### config.mk
export PLATFORM = sky130hd
export DESIGN_NAME = dual_clk_counter
export DESIGN_NICKNAME = d
export VERILOG_FILES = /design/src/rtl/dcc_pkg.sv /design/src/rtl/dcc_reset_sync.sv /design/src/rtl/dcc_edge_sync.sv /design/src/rtl/dcc_count_core.sv /design/src/rtl/dcc_term_flags.sv /design/src/rtl/dual_clk_counter.sv
export SDC_FILE = /design/constraint.sdc
export NUM_CORES = 1
export LEC_CHECK = 0
export BUFFER_PORTS_ARGS = -buffer_cell sky130_fd_sc_hd__buf_4
export CAP_MARGIN = 20
export CORE_AREA = 2 2 39 41
export DETAILED_ROUTE_END_ITERATION = 16
export DIE_AREA = 0 0 41 43
export PLACE_DENSITY_LB_ADDON = 0.3
export SLEW_MARGIN = 20
export SYNTH_ARGS = -nofsm -noshare
export SYNTH_HDL_FRONTEND = slang
export SYNTH_SLANG_ARGS = --single-unit
### constraint.sdc
create_clock -name clk -period 2.2 [get_ports clk]
set_input_delay 0.44 -clock clk [delete_from_list [all_inputs] [get_ports clk]]
set_output_delay 0.44 -clock clk [all_outputs]
set_load 0.02 [all_outputs]
### src/rtl/dcc_pkg.sv
package dcc_pkg;
  typedef enum logic [1:0] {
    STEP_HOLD = 2'b00,
    STEP_UP   = 2'b01,
    STEP_DOWN = 2'b10
  } step_e;

  function automatic int unsigned top_value(input bit decade, input int unsigned width);
    return decade ? 32'd9 : ((32'd1 << width) - 32'd1);
  endfunction
endpackage

### src/rtl/dcc_reset_sync.sv
module dcc_reset_sync #(
  parameter int STAGES = 2
) (
  input  logic clk,
  input  logic rst_n,
  output logic rst_sync_n
);
  logic [STAGES-1:0] shr_q;
  logic [STAGES-1:0] shr_d;

  always_comb begin
    shr_d = {shr_q[STAGES-2:0], 1'b1};
  end

  always_ff @(posedge clk or negedge rst_n) begin
    if (!rst_n) shr_q <= '0;
    else        shr_q <= shr_d;
  end

  assign rst_sync_n = shr_q[STAGES-1];
endmodule

### src/rtl/dcc_edge_sync.sv
module dcc_edge_sync #(
  parameter int STAGES = 2
) (
  input  logic clk,
  input  logic rst_n,
  input  logic async_i,
  output logic level_o,
  output logic rise_o
);
  logic [STAGES-1:0] chain_q;
  logic [STAGES-1:0] chain_d;
  logic              prev_q;

  for (genvar g = 0; g < STAGES; g++) begin : g_stage
    if (g == 0) begin : g_first
      assign chain_d[g] = async_i;
    end else begin : g_rest
      assign chain_d[g] = chain_q[g-1];
    end
  end

  always_ff @(posedge clk or negedge rst_n) begin
    if (!rst_n) begin
      chain_q <= '0;
      prev_q  <= 1'b0;
    end else begin
      chain_q <= chain_d;
      prev_q  <= chain_q[STAGES-1];
    end
  end

  assign level_o = chain_q[STAGES-1];
  assign rise_o  = level_o & ~prev_q;


  rise_pulse_chk: assert property (@(posedge clk) disable iff (!rst_n)
    rise_o |=> !rise_o);
endmodule

### src/rtl/dcc_count_core.sv
module dcc_count_core
  import dcc_pkg::*;
#(
  parameter int WIDTH  = 4,
  parameter bit DECADE = 1'b1
) (
  input  logic             clk,
  input  logic             rst_n,
  input  logic             clear_i,
  input  logic             load_n_i,
  input  logic [WIDTH-1:0] preset_i,
  input  step_e            step_i,
  output logic [WIDTH-1:0] cnt_o
);
  localparam int unsigned      TOP   = top_value(DECADE, WIDTH);
  localparam logic [WIDTH-1:0] TOP_V = WIDTH'(TOP);

  logic [WIDTH-1:0] cnt_q;
  logic [WIDTH-1:0] cnt_d;
  logic             cnt_en;

  always_comb begin
    cnt_d  = cnt_q;
    cnt_en = 1'b0;
    if (clear_i) begin
      cnt_en = 1'b1;
      cnt_d  = '0;
    end else if (!load_n_i) begin
      cnt_en = 1'b1;
      cnt_d  = preset_i;
    end else begin
      case (step_i)
        STEP_UP: begin
          cnt_en = 1'b1;
          cnt_d  = (cnt_q >= TOP_V) ? '0 : cnt_q + WIDTH'(1);
        end
        STEP_DOWN: begin
          cnt_en = 1'b1;
          cnt_d  = ((cnt_q == '0) || (cnt_q > TOP_V)) ? TOP_V : cnt_q - WIDTH'(1);
        end
        default: begin
          cnt_en = 1'b0;
          cnt_d  = cnt_q;
        end
      endcase
    end
  end

  always_ff @(posedge clk or negedge rst_n) begin
    if (!rst_n)      cnt_q <= '0;
    else if (cnt_en) cnt_q <= cnt_d;
  end

  assign cnt_o = cnt_q;


  clear_wins_chk: assert property (@(posedge clk) disable iff (!rst_n)
    clear_i |=> (cnt_q == '0));

  load_value_chk: assert property (@(posedge clk) disable iff (!rst_n)
    (!load_n_i && !clear_i) |=> (cnt_q == $past(preset_i)));

  up_wrap_chk: assert property (@(posedge clk) disable iff (!rst_n)
    (step_i == STEP_UP && !clear_i && load_n_i && cnt_q == TOP_V) |=> (cnt_q == '0));

  illegal_up_chk: assert property (@(posedge clk) disable iff (!rst_n)
    (step_i == STEP_UP && !clear_i && load_n_i && cnt_q > TOP_V) |=> (cnt_q == '0));

  illegal_dn_chk: assert property (@(posedge clk) disable iff (!rst_n)
    (step_i == STEP_DOWN && !clear_i && load_n_i && cnt_q > TOP_V) |=> (cnt_q == TOP_V));
endmodule

### src/rtl/dcc_term_flags.sv
module dcc_term_flags
  import dcc_pkg::*;
#(
  parameter int WIDTH  = 4,
  parameter bit DECADE = 1'b1
) (
  input  logic [WIDTH-1:0] cnt_i,
  input  logic             up_lvl_i,
  input  logic             dn_lvl_i,
  output logic             carry_n_o,
  output logic             borrow_n_o
);
  localparam logic [WIDTH-1:0] TOP_V = WIDTH'(top_value(DECADE, WIDTH));

  always_comb begin
    carry_n_o  = ~((cnt_i == TOP_V) & ~up_lvl_i);
    borrow_n_o = ~((cnt_i == '0) & ~dn_lvl_i);
  end
endmodule

### src/rtl/dual_clk_counter.sv
module dual_clk_counter
  import dcc_pkg::*;
#(
  parameter int WIDTH       = 4,
  parameter bit DECADE      = 1'b1,
  parameter int SYNC_STAGES = 2
) (
  input  logic             clk,
  input  logic             rst_n,
  input  logic             up_clk_i,
  input  logic             dn_clk_i,
  input  logic             load_n_i,
  input  logic [WIDTH-1:0] preset_i,
  input  logic             clear_i,
  output logic [WIDTH-1:0] count_o,
  output logic             carry_n_o,
  output logic             borrow_n_o
);
  localparam int               NSTROBE = 2;
  localparam int               UP_IDX  = 0;
  localparam int               DN_IDX  = 1;
  localparam logic [WIDTH-1:0] TOP_V   = WIDTH'(top_value(DECADE, WIDTH));

  logic               rst_sync_n;
  logic [NSTROBE-1:0] strobe_raw;
  logic [NSTROBE-1:0] strobe_lvl;
  logic [NSTROBE-1:0] strobe_rise;
  logic               up_ev;
  logic               dn_ev;
  step_e              step;

  dcc_reset_sync #(.STAGES(2)) u_rst (
    .clk        (clk),
    .rst_n      (rst_n),
    .rst_sync_n (rst_sync_n)
  );

  assign strobe_raw = {dn_clk_i, up_clk_i};

  for (genvar g = 0; g < NSTROBE; g++) begin : g_strobe
    dcc_edge_sync #(.STAGES(SYNC_STAGES)) u_sync (
      .clk     (clk),
      .rst_n   (rst_sync_n),
      .async_i (strobe_raw[g]),
      .level_o (strobe_lvl[g]),
      .rise_o  (strobe_rise[g])
    );
  end

  always_comb begin
    up_ev = strobe_rise[UP_IDX] & strobe_lvl[DN_IDX];
    dn_ev = strobe_rise[DN_IDX] & strobe_lvl[UP_IDX];
    if (up_ev && !dn_ev)      step = STEP_UP;
    else if (dn_ev && !up_ev) step = STEP_DOWN;
    else                      step = STEP_HOLD;
  end

  dcc_count_core #(.WIDTH(WIDTH), .DECADE(DECADE)) u_core (
    .clk      (clk),
    .rst_n    (rst_sync_n),
    .clear_i  (clear_i),
    .load_n_i (load_n_i),
    .preset_i (preset_i),
    .step_i   (step),
    .cnt_o    (count_o)
  );

  dcc_term_flags #(.WIDTH(WIDTH), .DECADE(DECADE)) u_flags (
    .cnt_i      (count_o),
    .up_lvl_i   (strobe_lvl[UP_IDX]),
    .dn_lvl_i   (strobe_lvl[DN_IDX]),
    .carry_n_o  (carry_n_o),
    .borrow_n_o (borrow_n_o)
  );


  both_hold_chk: assert property (@(posedge clk) disable iff (!rst_sync_n)
    (strobe_rise[UP_IDX] && strobe_rise[DN_IDX] && !clear_i && load_n_i) |=> $stable(count_o));

  lone_up_chk: assert property (@(posedge clk) disable iff (!rst_sync_n)
    (strobe_rise[UP_IDX] && !strobe_lvl[DN_IDX] && !strobe_rise[DN_IDX] && !clear_i && load_n_i)
      |=> $stable(count_o));

  carry_next_chk: assert property (@(posedge clk) disable iff (!rst_sync_n)
    (!carry_n_o && !clear_i && load_n_i) |=> (count_o == TOP_V || count_o == '0));

  borrow_next_chk: assert property (@(posedge clk) disable iff (!rst_sync_n)
    (!borrow_n_o && !clear_i && load_n_i) |=> (count_o == '0 || count_o == TOP_V));
endmodule

==> qor.yml, run 1 <==
fin_ws_ns: 0.09723
reg2reg_depth: 5
drive_gt1_share_pct: 25.88
drtAntennaViolNets: 0
setup_violations: 0
path_max_fanout: 9
io_buffers: 15
floorplan.initialDensity_pct: 49.01
p_sw_w: 0.0001422
endpoint_kind: "output port"
die_w_um: 41
pwr-share-clk_pct: 32.4
timing.critical_path.from: "u_core.cnt_o[0]"
wl_per_cell_um: 12.81
fin_skew_ns: 0.0009872
post-route-period-util_pct: 95.58
reg2reg_setup_slack_ns: 0.41
maxSlewViolCount: 0
grt_pass1_vias: 433
timing.rr.start: "u_core.cnt_o[0]"
drt-total-wl_mm: 1.294
place_area_um2: 787.0
yosys_warnings: 0
clk_path_buf_depth: 2
clock_sinks: 12
dp.cells: 96
pre_cts_slack_ns: 0.4135
insertion_delay_ns: 0.27
p_int_w: 0.0003861
diodes: 0
sequentialPowerShare_pct: 47.9
crit_path_end: "borrow_n_o"
drc: 0
ys.flop_type: "dfrtp_1"
power_frac_comb_pct: 19.7
synth_nets: 83
power.density_nw_per_um2: 634.0
drt_iter0_drc: 11
synth_edf_count: 0
syn_to_final_growth_pct: 22.88
grt_pass1_wl_mm: 1.883
die_area_um2: 1763
use_met2_pct: 22.19
grt_max_degree: 13
max-cap-violations: 0
required_ns: 1.76
dr.pass1.iters: 4
num_io_pins: 16
antenna_found_initial: 0
dieHeight_um: 43
ir_drop_mv: 0.4335
fill_cells: 128
grt_util_met3_pct: 1.571
hold_viol: 0
cts_tree: "yes"
coreArea_um2: 1384
cts_root_buffer: "clkbuf_4"
htree_levels: 1
ctsResizeCount: 0
status: "finished clean"
cts_buffers: 3
grt.busiest_layer: "met1"
fin_nets: 100
startpoint_type: "flop"
viasPerCell: 5.485
regArea_um2: 300.3
place_hpwl_um: 970.7
post-route-min-period_ns: 2.103
ys_ff_latch: 12
synth_area_per_cell_um2: 9.828
gp_congestion: 0.7625
rsz0062_at_grt: "no"
rows: 14
final_area_um2: 833.3
multiInputGateArea_um2: 339.1
hold_path_class: "reg2async"
fmax_mhz: 475.6
cts.clk_slew.worst_paths_ns: 0.07
vias: 554
overflow: 0
power_leakage_nw: 0.3688
synthCells: 69
final_cells: 101
finish.utilization_pct: 60.22
seq_area_frac_synth_pct: 44.28
synthesis.area_um2: 678.2
ys_async_sr_fraction_pct: 100.0
cp.arrival_ns: 1.66
met1_usage_pct: 23.96
critical_path_class: "reg2out"
switching_share_pct: 26.92
yosys.cell_types.count: 34
grt_usage_pct: 15.93
timing.rr.end: "u_core.cnt_o[0]"
fin_tns_setup_ns: 0
cts_post_setup_buffers_inserted: 0
## layer usage
metal,vias to the layer above,share of wire [%]
li1,274,-
met1,262,48
met2,16,45
met3,2,4.9
met4,0,1.5
met5,-,0
## what timing repair did
item                                    CTS  global route
endpoints found under the setup margin    0             0
hold endpoints to repair                  2             0
hold buffers                              1             0
## worst min path at each step
stage                     cells past startpoint  slack, ns            from                            end
after floorplan                               0       0.12  u_rst.shr_q[1]  g_strobe[0].u_sync.chain_q[0]
after global placement                        0       0.16  u_rst.shr_q[1]                u_core.cnt_o[3]
after detailed placement                      0       0.19  u_rst.shr_q[1]                u_core.cnt_o[3]
after CTS                                     0       0.19  u_rst.shr_q[1]                u_core.cnt_o[3]
after global routing                          0       0.20  u_rst.shr_q[1]                u_core.cnt_o[1]
final                                         0       0.17  u_rst.shr_q[1]                u_core.cnt_o[3]
## synthesized netlist by cell type, types with 2 or more instances
master / n / area (µm²)
a311oi_1: 2 / 17.52
nand2_1: 7 / 26.28
ha_1: 4 / 50.05
nand2b_1: 3 / 18.77
o21bai_1: 2 / 15.01
or3b_1: 2 / 17.52
nor2b_1: 2 / 12.51
nor2_1: 5 / 18.77
dfrtp_1: 12 / 300.3
o21ai_0: 2 / 10.01
inv_1: 4 / 15.01
nor3_1: 2 / 10.01
## through the flow
stage | hold WS [ns] | total power [W]
final | 0.1653 | 0.0005283
after global routing | 0.2013 | 0.0005516
after CTS | 0.1891 | 0.0005345
after detailed placement | 0.1864 | 0.0003593
after global placement | 0.1628 | 0.0003560
after floorplan | 0.1209 | 0.0003227
## state kept, by name (all words and copies together) (netlist names)
name,flops
u_core.cnt_o,4
u_rst.shr_q,2
g_strobe.u_sync.prev_q,2
g_strobe.u_sync.chain_q,4
## placed cells by master, fill, tap and decap left out, types with 3 or more instances in the layout
cell type and instances:
ha_1 4, nand2_1 7, nor2_1 5, nand2b_1 3, inv_1 4, dfrtp_1 12
buf_4 15, clkbuf_4 3
## logic make-up after synthesis
family | Yosys count | synth area share, %
xor gates and xnor gates | 1 | 1.292
DFF | 12 | 44.28
buffers and inverters | 8 | 5.717
AOI/OAI and AO/OA | 14 | 16.79
and+or+nand+nor | 29 | 23.99
other | 1 | 0.5530
adders and majority gates | 4 | 7.380
## final cells by class
cell class                 instances  area share (%)
tap                               16           2.402
inverter                           4           1.802
sequential                        12           36.04
clock buffer                       4           4.354
timing repair buffer              16           14.71
multi-input combinational         49           40.69
## critical path: stages, from the launching register on
cell and delay (ns):
dfrtp_1 0.48, inv_1 0.10, ha_1 0.26, nor3b_1 0.30, nand2b_1 0.09, buf_4 0.16
## power by group through the flow
stage	clock network (W)	registers (W)	logic, W
detailed placement	0	0.000258	0.000101
floorplan	0	0.000256	0.0000672
global placement	0	0.000256	0.0000996
CTS	0.000178	0.000253	0.000104
finish	0.000171	0.000253	0.000104
global route	0.000184	0.000256	0.000112
Power figures use the tool's default switching activity.
==> inputs of run 2 (changes only) <==
- CAP_MARGIN: 20 -> not set
- CORE_AREA: 2 2 39 41 -> 2 2 40 42
- DIE_AREA: 0 0 41 43 -> 0 0 42 44
- TNS_END_PERCENT: not set -> 100
- clock period: 2.2 -> 2 ns (I/O delays scaled with it)
==> run 2 against run 1 <==
Compared with the run above: total power up 11%; first-iteration DRC count up 82%; clock skew up 0.0045 ns; count of clock-buffer cells in the layout unchanged.
==> qor.yml, run 2 (same netlist as run 1, synthesis figures left out) <==
status: "finished clean"
fin_nets: 101
grt_max_degree: 13
final_cell_mix: "16 x buf_4, 11 x dfrtp_1, 7 x nand2_1"
dr.pass1.iters: 4
vias: 573
io_buffers: 15
die_w_um: 42
fin_skew_ns: 0.005444
drtAntennaViolNets: 0
top_layer: "met4"
dieHeight_um: 44
rows: 14
coreArea_um2: 1419
drive_gt1_share_pct: 29.07
multiInputGateArea_um2: 344.1
fin_ws_ns: 0.05252
antenna_found_initial: 0
path_max_fanout: 9
setup_violations: 0
fill_cells: 121
cts_root_buffer: "clkbuf_4"
timing.rr.end: "u_core.cnt_o[0]"
grt_pass1_wl_mm: 2.352
grt_pass1_vias: 554
drt_iter0_drc: 20
power_leakage_nw: 0.3754
num_io_pins: 16
pre_cts_slack_ns: 0.1844
power_w: 0.0005842
die_area_um2: 1848
clk_path_buf_depth: 2
regArea_um2: 301.5
syn_to_final_growth_pct: 24.91
routed-wl-met3_um: 87
ir_drop_mv: 0.4807
viasPerCell: 5.618
power.density_nw_per_um2: 689.6
hold_path_class: "reg2async"
wl_met1_um: 559
timing.rr.start: "u_core.cnt_o[0]"
clock_sinks: 12
wl_per_cell_um: 12.84
max-cap-violations: 0
maxSlewViolCount: 0
rsz0062_at_grt: "yes"
grt_usage_pct: 17.38
post-route-min-period_ns: 1.947
post-route-period-util_pct: 97.37
cp.arrival_ns: 1.55
floorplan.initialDensity_pct: 47.80
drt-total-wl_mm: 1.310
required_ns: 1.60
startpoint_type: "flop"
place_hpwl_mm: 1.003
drc: 0
cts.clk_slew.worst_paths_ns: 0.08
htree_levels: 1
gp_congestion: 0.8166
reg2reg_setup_slack_ns: 0.21
endpoint_kind: "output port"
final_common_cell: "buf_4"
hold_viol: 0
met2WireLength_um: 645
diodes: 0
fmax_mhz: 513.5
cts_tree: "yes"
overflow: 0
reg2reg_depth: 5
critical_path_class: "reg2out"
cts_buffers: 3
insertion_delay_ns: 0.26
-- run 2: changes by cell type in the layout (fill, tap and decap cells not counted) --
cell     delta
dfrtp_1     -1
nor3b_1     -1
nor3b_2     +1
buf_4       +1
dfrtp_2     +1
-- run 2: routing by layer --
layer | global-route usage (%) | vias to the layer above
li1 | - | 277
met1 | 21.96 | 273
met2 | 27.81 | 21
met3 | 3.750 | 2
met4 | 9.677 | 0
met5 | 0 | -
-- run 2: worst max-delay path: stages, from the launching register on --
cell	delay, ns
dfrtp_2	0.45
ha_1	0.26
nand2_1	0.09
or3_1	0.32
buf_4	0.16
-- run 2: what timing repair did --
action	CTS	global route
gates resized for setup	2	0
setup endpoints to repair	2	2
hold buffers	1	0
endpoints found under the hold margin	2	0
buffers inserted	0	0
-- run 2: where the power goes --
part	total (W)	internal, W	switching [W]	leakage, nW
clock network	0.000188	0.000110	0.0000777	0.0210
logic	0.000119	0.0000605	0.0000583	0.210
registers	0.000277	0.000257	0.0000204	0.144
total	0.000584	0.000428	0.000156	0.375
-- run 2: cell type report --
| cell class | instances | area share (%) |
|---|---|---|
| tap | 16 | 2.363 |
| timing repair buffer | 17 | 15.36 |
| clock buffer | 4 | 4.284 |
| inverter | 4 | 1.773 |
| sequential | 12 | 35.60 |
| multi-input combinational | 49 | 40.62 |
-- run 2: how the worst max path moves through the flow --
stage	start	endpoint	slack (ns)	cells after the start
after floorplan	u_core.cnt_o[0]	u_core.cnt_o[0]	0.27	5
after global placement	u_core.cnt_o[0]	u_core.cnt_o[0]	0.22	5
after detailed placement	u_core.cnt_o[0]	u_core.cnt_o[0]	0.18	5
after CTS	u_core.cnt_o[0]	borrow_n_o	0.03	5
after global routing	u_core.cnt_o[0]	borrow_n_o	-0.06	5
final	u_core.cnt_o[0]	carry_n_o	0.05	4
-- run 2: through the flow --
| stage | cell area, µm² | std cells | hold slack [ns] | util (%) | TNS, ns |
|---|---|---|---|---|---|
| floorplan | 678.2 | 69 | 0.1044 | - | 0 |
| global placement | 794.5 | 97 | 0.1764 | 56.00 | 0 |
| detailed placement | 794.5 | 97 | 0.1800 | 56.00 | 0 |
| CTS | 847.1 | 102 | 0.1862 | 59.70 | 0 |
| global route | 847.1 | 102 | 0.2099 | 59.70 | -0.1230 |
| finish | 847.1 | 102 | 0.1668 | 59.70 | 0 |
==> inputs of run 3 (changes only) <==
- PLACE_DENSITY: not set -> 0.73
- PLACE_DENSITY_LB_ADDON: 0.3 -> not set
==> run 3 against run 2 <==
Compared with the run above: flip-flop and latch count unchanged; total power up 4.7%; sequential power about the same; largest cell class unchanged; clock skew up 0.0088 ns; routed wire length up 12%; clock power up 5%; die area unchanged; maximum frequency up 0.65%; via count up 2.3%; critical path type unchanged; non-clock buffer count up 3; critical path depth up 1.
==> qor.yml, run 3 (same netlist as run 1, synthesis figures left out) <==
drt-total-wl_mm: 1.468
insertion_delay_ns: 0.28
post-route-period-util_pct: 96.75
syn_to_final_growth_pct: 31.37
dr.pass1.iters: 4
endpoint_kind: "output port"
antenna_found_initial: 0
final_area_um2: 890.9
critical_path_class: "reg2out"
cts_buffers: 3
final_common_cell: "buf_4"
grt_pass1_wl_mm: 2.380
p_sw_w: 0.0001728
htree_levels: 1
floorplan.initialDensity_pct: 47.80
gp_congestion: 0.8185
timing.rr.start: "u_core.cnt_o[0]"
maxSlewViolCount: 0
sequentialPowerShare_pct: 45.6
reg2reg_setup_slack_ns: 0.24
fin_nets: 104
clk_path_buf_depth: 2
status: "finished clean"
viasPerCell: 5.581
switching_share_pct: 28.25
fin_skew_ns: 0.01424
timing.critical_path.from: "u_core.cnt_o[0]"
fin_ws_ns: 0.06505
dieHeight_um: 44
startpoint_type: "flop"
required_ns: 1.60
cts_root_buffer: "clkbuf_4"
die_area_um2: 1848
cp.arrival_ns: 1.53
clock_sinks: 12
power_w: 0.0006118
diodes: 0
drc: 0
drive_gt1_share_pct: 33.71
cts.clk_slew.worst_paths_ns: 0.09
grt_pass1_vias: 522
power_frac_comb_pct: 22.0
power_leakage_nw: 0.3912
pre_cts_slack_ns: 0.2011
max-cap-violations: 0
drtAntennaViolNets: 0
hold_viol: 0
power.density_nw_per_um2: 686.7
die_w_um: 42
finish.utilization_pct: 62.79
hold_path_class: "reg2async"
num_io_pins: 16
place_hpwl_um: 976.8
vias: 586
place_area_um2: 794.5
ir_drop_mv: 0.4740
wl_per_cell_um: 13.98
timing.rr.end: "u_core.cnt_o[0]"
fmax_mhz: 516.8
pwr-share-clk_pct: 32.4
p_int_w: 0.0004389
io_buffers: 15
setup_violations: 0
fin_tns_setup_ns: 0
post-route-min-period_ns: 1.935
cts_tree: "yes"
coreArea_um2: 1419
grt_usage_pct: 18.00
overflow: 0
drt_iter0_drc: 4
path_max_fanout: 7
rows: 14
final_cell_mix: "19 x buf_4, 11 x dfrtp_1, 7 x nand2_1"
reg2reg_depth: 5
grt_max_degree: 13
-- run 3: routing by layer --
layer | GRT usage [%] | vias up | routed length [µm]
li1 | - | 285 | -
met5 | 0 | - | 0
met4 | 12.90 | 0 | 39
met1 | 25.13 | 279 | 649
met3 | 4.167 | 5 | 60
met2 | 24.38 | 17 | 719
-- run 3: how the worst max path moves through the flow --
stage	endpoint	cells past startpoint	slack [ns]
CTS	borrow_n_o	5	0.02
global placement	u_core.cnt_o[0]	5	0.20
floorplan	u_core.cnt_o[0]	5	0.27
finish	borrow_n_o	5	0.07
global route	borrow_n_o	5	-0.03
detailed placement	u_core.cnt_o[0]	5	0.20
-- run 3: power by group through the flow --
stage / logic (W) / clock network (W) / registers [W]
6_report: 0.000135 / 0.000198 / 0.000279
5_1_grt: 0.000147 / 0.000213 / 0.000283
4_1_cts: 0.000119 / 0.000202 / 0.000278
3_5_place_dp: 0.000116 / 0 / 0.000282
3_3_place_gp: 0.000115 / 0 / 0.000281
2_1_floorplan: 0.0000740 / 0 / 0.000281
-- run 3: layout make-up --
class,instances,area (µm²)
clock buffers,4,36.28
fillers,124,528.0
inverters,4,15.01
multi-input cells,49,365.4
flip-flops and latches,12,301.5
well taps,16,20.02
repair buffers,20,152.6
-- run 3: what timing repair did --
item / in CTS / in global routing
hold buffers: 1 / 0
endpoints found under the hold margin: 2 / 0
gates resized for setup: 2 / 4
endpoints found under the setup margin: 2 / 2
buffers inserted: 0 / 3
-- run 3: metrics by stage --
| stage | std cells | hold WS, ns |
|---|---|---|
| 3_5_place_dp | 97 | 0.1830 |
| 3_3_place_gp | 97 | 0.1777 |
| 5_1_grt | 105 | 0.2048 |
| 6_report | 105 | 0.1462 |
| 2_1_floorplan | 69 | 0.1044 |
| 4_1_cts | 102 | 0.1794 |
-- run 3: worst max-delay path, stage by stage (launching register included) --
cell      delay, ns
dfrtp_2        0.48
inv_1          0.08
ha_2           0.24
nor3b_4        0.22
nand2b_1       0.07
buf_4          0.15
